**config.mk**
```make
export PLATFORM = sky130hd
export DESIGN_NAME = pc_seq_ctrl
export DESIGN_NICKNAME = d
export VERILOG_FILES = /design/src/rtl/pcs_pkg.sv /design/src/rtl/pcs_status.sv /design/src/rtl/pcs_ofs_ext.sv /design/src/rtl/pcs_next_sel.sv /design/src/rtl/pc_seq_ctrl.sv
export SDC_FILE = /design/constraint.sdc
export NUM_CORES = 1
export LEC_CHECK = 0
export ABC_AREA = 1
export BUFFER_PORTS_ARGS = -buffer_cell sky130_fd_sc_hd__buf_2
export CORE_AREA = 10 10 82 63
export CTS_CLUSTER_SIZE = 40
export DETAILED_ROUTE_END_ITERATION = 8
export DIE_AREA = 0 0 92 73
export HOLD_SLACK_MARGIN = 0.08
export PLACE_DENSITY = 0.85
export SETUP_SLACK_MARGIN = 0.2
export SLEW_MARGIN = 20
export SYNTH_ARGS = -nofsm -noshare
export SYNTH_HDL_FRONTEND = slang
export SYNTH_SLANG_ARGS = --single-unit
```
**constraint.sdc**
```tcl
create_clock -name clk -period 2.45 [get_ports clk]
set_input_delay 0.1225 -clock clk [delete_from_list [all_inputs] [get_ports clk]]
set_output_delay 0.1225 -clock clk [all_outputs]
set_load 0.05 [all_outputs]
```
**src/rtl/pcs_pkg.sv**
```systemverilog
package pcs_pkg;

   typedef enum logic [1:0] {
      NXT_STEP = 2'd0,
      NXT_JUMP = 2'd1,
      NXT_REL  = 2'd2
   } nxt_src_e;

endpackage

```
**src/rtl/pcs_status.sv**
```systemverilog
module pcs_status #(
   parameter int unsigned WORD_W = 16
) (
   input  logic [WORD_W-1:0] value,
   output logic              is_neg,
   output logic              is_zero
);

   initial begin
      if (WORD_W < 2) $error("pcs_status: WORD_W must be at least 2");
   end

   assign is_neg  = value[WORD_W-1];
   assign is_zero = (value == '0);

endmodule

```
**src/rtl/pcs_ofs_ext.sv**
```systemverilog
module pcs_ofs_ext #(
   parameter int unsigned HI_W  = 3,
   parameter int unsigned LO_W  = 3,
   parameter int unsigned OUT_W = 16
) (
   input  logic [HI_W-1:0]  fld_hi,
   input  logic [LO_W-1:0]  fld_lo,
   output logic [OUT_W-1:0] ext
);

   localparam int unsigned RAW_W = HI_W + LO_W;
   localparam int unsigned PAD_W = OUT_W - RAW_W;

   initial begin
      if (HI_W < 1 || LO_W < 1) $error("pcs_ofs_ext: field widths must be nonzero");
      if (OUT_W <= RAW_W) $error("pcs_ofs_ext: output must be wider than the joined field");
   end

   logic [RAW_W-1:0] raw;

   assign raw = {fld_hi, fld_lo};
   assign ext = {{PAD_W{raw[RAW_W-1]}}, raw};

endmodule

```
**src/rtl/pcs_next_sel.sv**
```systemverilog
module pcs_next_sel
   import pcs_pkg::*;
#(
   parameter int unsigned PC_W         = 16,
   parameter bit          SHARED_ADDER = 1'b1
) (
   input  logic [PC_W-1:0] pc_cur,
   input  logic [PC_W-1:0] tgt,
   input  logic [PC_W-1:0] disp,
   input  logic            ld_en,
   input  logic            jmp_sel,
   input  logic            cond_sel,
   input  logic            is_neg,
   input  logic            is_zero,
   output logic [PC_W-1:0] pc_nxt
);

   localparam logic [PC_W-1:0] ONE = PC_W'(1);

   nxt_src_e src;
   logic     cond_hit;

   assign cond_hit = cond_sel ? is_neg : is_zero;

   always_comb begin
      if (!ld_en)        src = NXT_STEP;
      else if (jmp_sel)  src = NXT_JUMP;
      else if (cond_hit) src = NXT_REL;
      else               src = NXT_STEP;
   end

   generate
      if (SHARED_ADDER) begin : g_one_adder
         logic [PC_W-1:0] addend;
         logic [PC_W-1:0] sum;
         assign addend = (src == NXT_REL) ? disp : ONE;
         assign sum    = pc_cur + addend;
         assign pc_nxt = (src == NXT_JUMP) ? tgt : sum;
      end else begin : g_two_adders
         logic [PC_W-1:0] inc_v;
         logic [PC_W-1:0] rel_v;
         assign inc_v = pc_cur + ONE;
         assign rel_v = pc_cur + disp;
         always_comb begin
            unique case (src)
               NXT_JUMP: pc_nxt = tgt;
               NXT_REL:  pc_nxt = rel_v;
               default:  pc_nxt = inc_v;
            endcase
         end
      end
   endgenerate

endmodule

```
**src/rtl/pc_seq_ctrl.sv**
```systemverilog
module pc_seq_ctrl #(
   parameter int unsigned PC_W         = 16,
   parameter int unsigned OFS_HI_W     = 3,
   parameter int unsigned OFS_LO_W     = 3,
   parameter bit          SHARED_ADDER = 1'b1
) (
   input  logic                clk,
   input  logic                rst,
   input  logic                ld_en,
   input  logic                jmp_sel,
   input  logic                cond_sel,
   input  logic [OFS_HI_W-1:0] ofs_hi,
   input  logic [OFS_LO_W-1:0] ofs_lo,
   input  logic [PC_W-1:0]     src_a,
   output logic [PC_W-1:0]     pc_q
);

   localparam int unsigned OFS_W = OFS_HI_W + OFS_LO_W;

   initial begin
      if (PC_W < 2) $error("pc_seq_ctrl: PC_W too small");
      if (OFS_W >= PC_W) $error("pc_seq_ctrl: displacement must be narrower than PC");
   end

   logic            neg_w;
   logic            zero_w;
   logic [PC_W-1:0] disp_w;
   logic [PC_W-1:0] nxt_w;

   pcs_status #(.WORD_W(PC_W)) u_status (
      .value   (src_a),
      .is_neg  (neg_w),
      .is_zero (zero_w)
   );

   pcs_ofs_ext #(.HI_W(OFS_HI_W), .LO_W(OFS_LO_W), .OUT_W(PC_W)) u_ext (
      .fld_hi (ofs_hi),
      .fld_lo (ofs_lo),
      .ext    (disp_w)
   );

   pcs_next_sel #(.PC_W(PC_W), .SHARED_ADDER(SHARED_ADDER)) u_sel (
      .pc_cur   (pc_q),
      .tgt      (src_a),
      .disp     (disp_w),
      .ld_en    (ld_en),
      .jmp_sel  (jmp_sel),
      .cond_sel (cond_sel),
      .is_neg   (neg_w),
      .is_zero  (zero_w),
      .pc_nxt   (nxt_w)
   );

   always_ff @(posedge clk) begin
      if (rst) pc_q <= '0;
      else     pc_q <= nxt_w;
   end


   p_reset_zero_r1: assert property (@(posedge clk) rst |=> pc_q == '0);

   // stepping wraps
   p_step_r2: assert property (@(posedge clk) disable iff (rst)
      !ld_en |=> pc_q == PC_W'($past(pc_q) + 1'b1));


   p_jump_r3: assert property (@(posedge clk) disable iff (rst)
      (ld_en && jmp_sel) |=> pc_q == $past(src_a));

   // sign test fails, so the address steps
   p_sign_miss_r4: assert property (@(posedge clk) disable iff (rst)
      (ld_en && !jmp_sel && cond_sel && !src_a[PC_W-1]) |=> pc_q == PC_W'($past(pc_q) + 1'b1));

   // zero test fails, so the address steps
   p_zero_miss_r5: assert property (@(posedge clk) disable iff (rst)
      (ld_en && !jmp_sel && !cond_sel && src_a != '0) |=> pc_q == PC_W'($past(pc_q) + 1'b1));

endmodule

```
==> results of run 1 <==
==> kinds of logic (layout without fill, tap and decap cells) <==
group	Yosys count	after routing	synth area share [%]
and+or+nand+nor	169	169	47.4
adders and majority gates	6	6	5.00
xor gates and xnor gates	9	9	4.78
DFF	16	16	19.4
buffers and inverters	54	127	13.1
AOI/OAI and AO/OA	29	29	10.3
==> tightest hold or removal path, stage by stage <==
cell	delay (ns)
buf_6	0.10
nand2_1	0.05
a21oi_1	0.05
==> report_power, final <==
group	leakage, uW	switching, uW	internal [uW]
clock network	0.0000216	98.0	109
registers	0.000132	31.9	283
logic	0.00120	251	145
==> stage by stage <==
stage	instance area, um^2	TNS [ns]	hold slack, ns	setup slack, ns
3_3_place_gp	2080	-0.703	0.413	-0.168
3_5_place_dp	2080	-1.46	0.417	-0.261
6_report	2510	-0.0326	0.113	-0.0326
4_1_cts	2270	0	0.151	0.0473
5_1_grt	2510	-0.521	0.131	-0.176
2_1_floorplan	1700	0	0.267	0.0278
==> per-layer routing <==
layer  part of all wire [%]  wire length, um  up-vias  track usage (%)
met5                      0                0        -                0
met4                    2.4              149        0             3.24
met3                    9.4              594       14             3.80
met2                     46             2890      118             25.5
met1                     43             2690     1012             21.8
li1                       -                -     1048                -
==> placed cells by master (no fill, tap or decap), types with 5 or more instances in the layout <==
cell type | synthesis | final
buf_2 | 1 | 30
buf_4 | 1 | 33
buf_6 | 1 | 15
dfxtp_1 | 16 | 16
inv_1 | 43 | 42
nand2_1 | 69 | 58
nand2_2 | 10 | 20
nand3_1 | 17 | 12
nand3_2 | 1 | 5
nand4_1 | 14 | 14
nor2_1 | 48 | 36
nor2_4 | 2 | 11
o21ai_1 | 4 | 8
o41ai_1 | 6 | 6
xor2_1 | 7 | 6
==> timing repair <==
item / 4_1_cts / 5_1_grt
pin swaps: 25 / 36
cloned: 0 / 0
setup buffers: 10 / 8
resized for setup: 20 / 52
endpoints found under the setup margin: 9 / 12
==> path summary, 6_finish.rpt <==
| kind | start | to | cells after the start |
|---|---|---|---|
| worst max-delay path | src_a[5] | pc_q[12]$_SDFF_PP0_ | 23 |
| worst min-delay path | src_a[0] | pc_q[0]$_SDFF_PP0_ | 3 |
| worst max register to register | pc_q[0]$_SDFF_PP0_ | pc_q[12]$_SDFF_PP0_ | 15 |
| worst min register to register | pc_q[15]$_SDFF_PP0_ | pc_q[15]$_SDFF_PP0_ | 5 |
==> area by class of cell <==
class,instances,share of cell area [%]
Sequential cell,16,12.7
Clock buffer,3,1.64
Inverter,44,6.57
Timing Repair Buffer,80,23.7
Tap cell,52,2.59
Multi-Input combinational cell,213,52.7
==> qor.csv, run 1 <==
metric;value;unit
cts_hold_buf;0;
max_slew_margin;58.7;%
grt_overflow;0;
finalClockSkew;0.00903;ns
drc;0;
pin_count;43;
synth_cell_types;31;
syn_inst;283;
slowest_stage;fa_2;
ys_ff_latch;16;
wire_per_inst;15.5;um
cap_violations;0;
max_stage_delay;0.35;ns
clock_latency;0.26;ns
postLayoutCoreUtil;67.8;%
start_util;44.5;%
yosysWarnings;0;
postRouteAntennaNets;0;
avgSynthCellArea;5.83;um^2
min_period;2.48;ns
ys_seq_area_share;19.4;%
drt_iter0_drc;225;
core_area;3710;um^2
layout.nets;391;
grt_max_degree;22;
seq_area;320;um^2
htreeDepth;1;
syn_area;1650;um^2
path_common_cell;nand2_1;
violations;setup timing;
dieHeight;73;um
hold_viol;0;
dr_total_vias;2192;
grt_pass1_wl;9240;um
tritoncts;built;
crit_chain;buf_6, nor2_4, nand2_2, nor2_2, nand3_2, nand2_4, nand2_4, or2_4, ha_4, fa_2, nand3_2, nand3b_1, nand2_1, nand2_1, a21oi_2, buf_4, o21ai_4, nand2_2, nand2_1, nand2_1, nand3_1, nand2_1, inv_1;
syn-num-nets;316;
netlist.area_leader.share;19.4;%
avgViaCountPerCell;5.37;
largest_reg_flops;16;
status;finished with violations;
place_inst;387;
rrSetupSlack;0.34;ns
end_kind;flop;
path_buf_inv;3;
die_x;92;um
p_per_area;365;nW/um^2
fin_crit_sh;101;%
hold_class;in -> reg;
rsz0062_at_grt;yes;
clock_path_buffers;2;
grt_usage;16.2;%
worstPathMaxFanout;2;
path_class;in -> reg;
finalPower;919;uW
synth_ff_type;dfxtp_1;
root_buffer;clkbuf_8;
fmax;0.403;GHz
diodes;0;
yosysTopAreaCell;dfxtp_1;
multi_input_area;1330;um^2
dpl.hpwl;4010;um
antenna_found_initial;0;
gp_congestion;0.980;
yosys-top-cells-area;dfxtp_1 (19%), nand2_1 (16%), nor2_1 (11%);
dieArea;6720;um^2
setup_violations;1;
yosysMostFrequentCell;nand2_1;
peakVddDrop;0.316;mV
clock_sinks;16;
fillers;290;
maxSlewViolCount;0;
numCtsBuffers;3;
path_clk_slew;0.07;ns
drive_above_1_share;39.9;%
synth_edf_count;0;
wl;6320;um
portBuffers;42;
fin_cells;408;
worstMarginPinSlew;0.611;ns
top_register;pc_q;
ys_async_sr_fraction;0;%
syn_to_final_growth;52.4;%
critical_path.top_delay_family;simple AND/OR/NAND/NOR gates;
reg_top3;pc_q (16);
synthTopCellsByCount;nand2_1 (69), nor2_1 (48), inv_1 (43), nand3_1 (17), dfxtp_1 (16);
setup_ws;-0.0326;ns
start_kind;primary input;
first_pass_iters;5;
grt_pass1_vias;1947;
p_leak;0.00135;uW
cp_data_arrival_time;2.63;ns
rows;19;
cp.required;2.60;ns
(Power assumes the default switching activity.)
==> inputs of run 2 (changes only) <==
REMOVE_ABC_BUFFERS = 1   (was unset)
==> qor.csv, run 2 (synthesis gave the netlist of run 1 again) <==
metric;value;unit;change
p_leak;0.00137;uW;+1.5%
rsz0062_at_grt;yes;;
setup_ws;-0.0577;ns;-0.0252 ns
wl;6550;um;+3.5%
seq_area;320;um^2;unchanged
die_x;92;um;unchanged
max_slew_margin;55.0;%;-3.7 points
final_cell_mix;nand2_1 (63), inv_1 (43), nor2_1 (37);;
drive_above_1_share;38.6;%;-1.3 points
clock_path_buffers;2;;unchanged
end_kind;flop;;
worstPathMaxFanout;3;;+1
setup_tns;-0.0932;ns;-0.0606 ns
min_period;2.51;ns;+0.0252 ns
tritoncts;built;;
drc;0;;unchanged
top_register;pc_q;;
reg_top3;pc_q (16);;
final_common_cell;nand2_1;;
gp_congestion;0.986;;+0.53%
dieHeight;73;um;unchanged
root_buffer;clkbuf_8;;
path_clk_slew;0.07;ns;about the same
cp.required;2.61;ns;about the same
clock_latency;0.25;ns;about the same
setup_violations;3;;+2
violations;setup timing;;
r2r_cells;15;;unchanged
diodes;0;;unchanged
path_class;in -> reg;;
hold_viol;0;;unchanged
worstMarginPinSlew;0.666;ns;+0.0547 ns
grt_overflow;0;;unchanged
dpl.hpwl;4080;um;+1.8%
fillers;300;;+3.4%
multi_input_area;1280;um^2;-3.3%
antenna_found_initial;0;;unchanged
fmax;0.399;GHz;-1.0%
whs;0.116;ns;+0.00310 ns
pin_count;43;;unchanged
clock_sinks;16;;unchanged
hold_depth;3;;unchanged
grt_pass1_wl;9380;um;+1.5%
avgViaCountPerCell;5.40;;+0.47%
hold_class;in -> reg;;
cts_hold_buf;0;;unchanged
first_pass_iters;6;;+1
peakVddDrop;0.340;mV;+7.6%
grt_pass1_vias;1994;;+2.4%
htreeDepth;1;;unchanged
rows;19;;unchanged
core_area;3710;um^2;unchanged
cp_data_arrival_time;2.67;ns;+0.04 ns
portBuffers;42;;unchanged
status;finished with violations;;
wire_per_inst;15.9;um;+2.5%
syn_to_final_growth;51.9;%;
largest_reg_flops;16;;unchanged
dieArea;6720;um^2;unchanged
start_kind;primary input;;
p_per_area;381;nW/um^2;+4.2%
postLayoutCoreUtil;67.6;%;-0.20 points
postRouteAntennaNets;0;;unchanged
dr_total_vias;2224;;+1.5%
grt_max_degree;18;;-18%
finalPower;954;uW;+3.9%
start_util;44.5;%;unchanged
cap_violations;0;;unchanged
layout.nets;394;;+0.77%
fin_crit_sh;102;%;+1.0 points
numCtsBuffers;3;;unchanged
grt_usage;16.7;%;+0.58 points
finalClockSkew;0.00202;ns;-0.00701 ns
maxSlewViolCount;0;;unchanged
drt_iter0_drc;313;;+39%
run 2: final cells by class:
type / instances / share of cell area [%]
Multi-Input combinational cell: 213 / 51.1
Timing Repair Buffer: 83 / 24.7
Sequential cell: 16 / 12.8
Inverter: 44 / 6.59
Tap cell: 52 / 2.59
Clock buffer: 4 / 2.20
run 2: path summary, 6_finish.rpt:
path	from	endpoint	slack [ns]
max	src_a[12]	pc_q[12]$_SDFF_PP0_	-0.06
min	src_a[0]	pc_q[0]$_SDFF_PP0_	0.12
max reg2reg	pc_q[0]$_SDFF_PP0_	pc_q[12]$_SDFF_PP0_	0.33
min reg2reg	pc_q[15]$_SDFF_PP0_	pc_q[15]$_SDFF_PP0_	0.71
run 2: routing by layer:
metal / share of wire, % / vias to the layer above / track usage [%]
met2: 45 / 156 / 26.3
met4: 2.6 / 0 / 2.56
li1: - / 1057 / -
met5: 0 / - / 0
met3: 12 / 22 / 6.06
met1: 40 / 989 / 21.8
run 2: power breakdown:
part | switching [uW] | internal (uW)
clock | 100 | 143
sequential | 34.9 | 283
combinational | 250 | 143
total | 386 | 569
run 2: metrics by stage:
step                      setup WS (ns)  std cells  instance area [um^2]
final                           -0.0577        412                  2510
after global routing             -0.257        412                  2510
after CTS                         0.110        399                  2260
after detailed placement         -0.538        388                  2030
after global placement           -0.395        388                  2030
after floorplan                  -0.222        273                  1600
run 2: timing repair:
item | in CTS | in global routing
setup endpoints to repair | 10 | 12
setup buffers | 7 | 13
pin swaps | 7 | 15
resized for setup | 27 | 38
run 2: critical path, stage by stage:
cell,delay (ns)
buf_6,0.09
nor2_2,0.09
nand2_1,0.07
nor2_2,0.12
nand3_2,0.11
nand2_4,0.09
nand2_4,0.05
or2_4,0.24
ha_4,0.16
fa_2,0.36
nand3_2,0.09
nand3b_1,0.09
nand2_1,0.07
nand2_1,0.06
a21oi_2,0.22
buf_4,0.15
o21ai_2,0.06
nand2_1,0.10
nand2_1,0.07
nand2_1,0.07
nand3_1,0.06
nand2_1,0.07
inv_1,0.03
==> inputs of run 3 (changes only) <==
RECOVER_POWER = 100   (was unset)
==> qor.csv, run 3 (synthesis gave the netlist of run 1 again) <==
metric;value;unit;change
wl;6490;um;-0.84%
layout.nets;394;;unchanged
hold_viol;0;;unchanged
largest_reg_flops;16;;unchanged
clock_sinks;16;;unchanged
cap_violations;0;;unchanged
whs;0.115;ns;-0.00106 ns
finalClockSkew;0.00197;ns;-0.0000524 ns
timing.rr.end;pc_q[12]$_SDFF_PP0_;;
end_kind;flop;;
cp.required;2.61;ns;about the same
syn_to_final_growth;51.6;%;
drt_iter0_drc;269;;-14%
path_clk_slew;0.07;ns;about the same
p_leak;0.00136;uW;-1.1%
diodes;0;;unchanged
pin_count;43;;unchanged
worstPathMaxFanout;3;;unchanged
start_util;44.5;%;unchanged
clock_path_buffers;2;;unchanged
fin_cells;412;;unchanged
avgViaCountPerCell;5.41;;+0.13%
grt_overflow;0;;unchanged
maxSlewViolCount;0;;unchanged
violations;setup timing;;
rsz0062_at_grt;yes;;
root_buffer;clkbuf_8;;
antenna_found_initial;0;;unchanged
setup_ws;-0.0609;ns;-0.00318 ns
status;finished with violations;;
place_area;2030;um^2;unchanged
gp_congestion;0.986;;unchanged
dr_total_vias;2227;;+0.13%
r2r_cells;15;;unchanged
first_pass_iters;5;;-1
rrSetupSlack;0.34;ns;about the same
grt_pass1_wl;9380;um;unchanged
start_kind;primary input;;
p_per_area;380;nW/um^2;about the same
peakVddDrop;0.342;mV;+0.46%
hold_depth;3;;unchanged
wire_per_inst;15.8;um;-0.84%
min_to;pc_q[0]$_SDFF_PP0_;;
place_inst;388;;unchanged
grt_pass1_vias;1994;;unchanged
path_class;in -> reg;;
dieArea;6720;um^2;unchanged
final_cell_mix;nand2_1 (63), inv_1 (43), nor2_1 (37);;
final_common_cell;nand2_1;;
setup_violations;4;;+1
fillers;303;;+1.0%
grt_max_degree;18;;unchanged
postLayoutCoreUtil;67.5;%;-0.13 points
clock_latency;0.25;ns;about the same
drive_above_1_share;37.5;%;-1.1 points
die_x;92;um;unchanged
top_register;pc_q;;
cp_data_arrival_time;2.67;ns;about the same
worstReg2RegStart;pc_q[0]$_SDFF_PP0_;;
htreeDepth;1;;unchanged
fin_crit_sh;102;%;+0.13 points
tritoncts;built;;
min_period;2.51;ns;+0.00318 ns
finalPower;951;uW;-0.30%
postRouteAntennaNets;0;;unchanged
drc;0;;unchanged
hold_class;in -> reg;;
worstMarginPinSlew;0.737;ns;+0.0717 ns
dpl.hpwl;4080;um;unchanged
dieHeight;73;um;unchanged
grt_usage;16.7;%;unchanged
hold_path_startpoint;src_a[0];;
reg_top3;pc_q (16);;
fmax;0.398;GHz;-0.13%
portBuffers;42;;unchanged
core_area;3710;um^2;unchanged
design_area;2500;um^2;-0.20%
rows;19;;unchanged
numCtsBuffers;3;;unchanged
max_slew_margin;50.2;%;-4.8 points
[run 3: changes by cell type in the layout (fill, tap and decap cells not counted), sizes merged]
cell	change
buf	-4
clkbuf	+4
[run 3: routing by layer]
metal  global-route usage (%)  up-vias  share of wire [%]
li1                         -     1053                  -
met1                     21.8      993                 40
met2                     26.3      157                 45
met3                     6.06       24                 12
met4                     2.56        0                2.5
met5                        0        -                  0
[run 3: worst max-delay path by stage]
stage               from                  end  slack (ns)  cells after the start
6_report       src_a[12]  pc_q[12]$_SDFF_PP0_       -0.06                     23
5_1_grt        src_a[13]  pc_q[12]$_SDFF_PP0_       -0.26                     23
4_1_cts         src_a[0]  pc_q[10]$_SDFF_PP0_        0.11                     22
3_5_place_dp    src_a[7]  pc_q[10]$_SDFF_PP0_       -0.54                     22
3_3_place_gp    src_a[7]  pc_q[10]$_SDFF_PP0_       -0.39                     22
2_1_floorplan   cond_sel  pc_q[10]$_SDFF_PP0_       -0.22                     21
[run 3: per-stage QoR]
step / setup slack [ns] / TNS, ns
6_report: -0.0609 / -0.118
5_1_grt: -0.257 / -1.26
4_1_cts: 0.110 / 0
3_5_place_dp: -0.538 / -2.80
3_3_place_gp: -0.395 / -1.79
2_1_floorplan: -0.222 / -0.829
[run 3: power by group]
| part | internal [uW] | switching [uW] |
|---|---|---|
| combinational | 142 | 251 |
| sequential | 283 | 34.7 |
| clock | 143 | 99.0 |
[run 3: final cells by class]
class                      instances  area [um^2]  share of cell area, %
clock buffer                       4         55.1                   2.20
tap                               52         65.1                   2.60
multi-input combinational        213         1280                   51.2
inverter                          44          165                   6.60
sequential                        16          320                   12.8
timing repair buffer              83          614                   24.5
[run 3: what timing repair did]
| action | 4_1_cts | 5_1_grt |
|---|---|---|
| setup buffers | 7 | 13 |
| hold buffers | 0 | 0 |
| setup endpoints to repair | 10 | 12 |
| cloned | 0 | 0 |
| pin swaps | 7 | 15 |
| gates resized for setup | 27 | 38 |
[run 3: worst max-delay path, cell delays in order]
cell,delay (ns)
buf_6,0.09
nor2_2,0.09
nand2_1,0.07
nor2_2,0.13
nand3_2,0.11
nand2_4,0.09
nand2_4,0.05
or2_4,0.24
ha_4,0.16
fa_2,0.36
nand3_2,0.09
nand3b_1,0.09
nand2_1,0.07
nand2_1,0.06
a21oi_2,0.22
buf_4,0.15
o21ai_2,0.05
nand2_1,0.10
nand2_1,0.07
nand2_1,0.07
nand3_1,0.06
nand2_1,0.07
inv_1,0.03
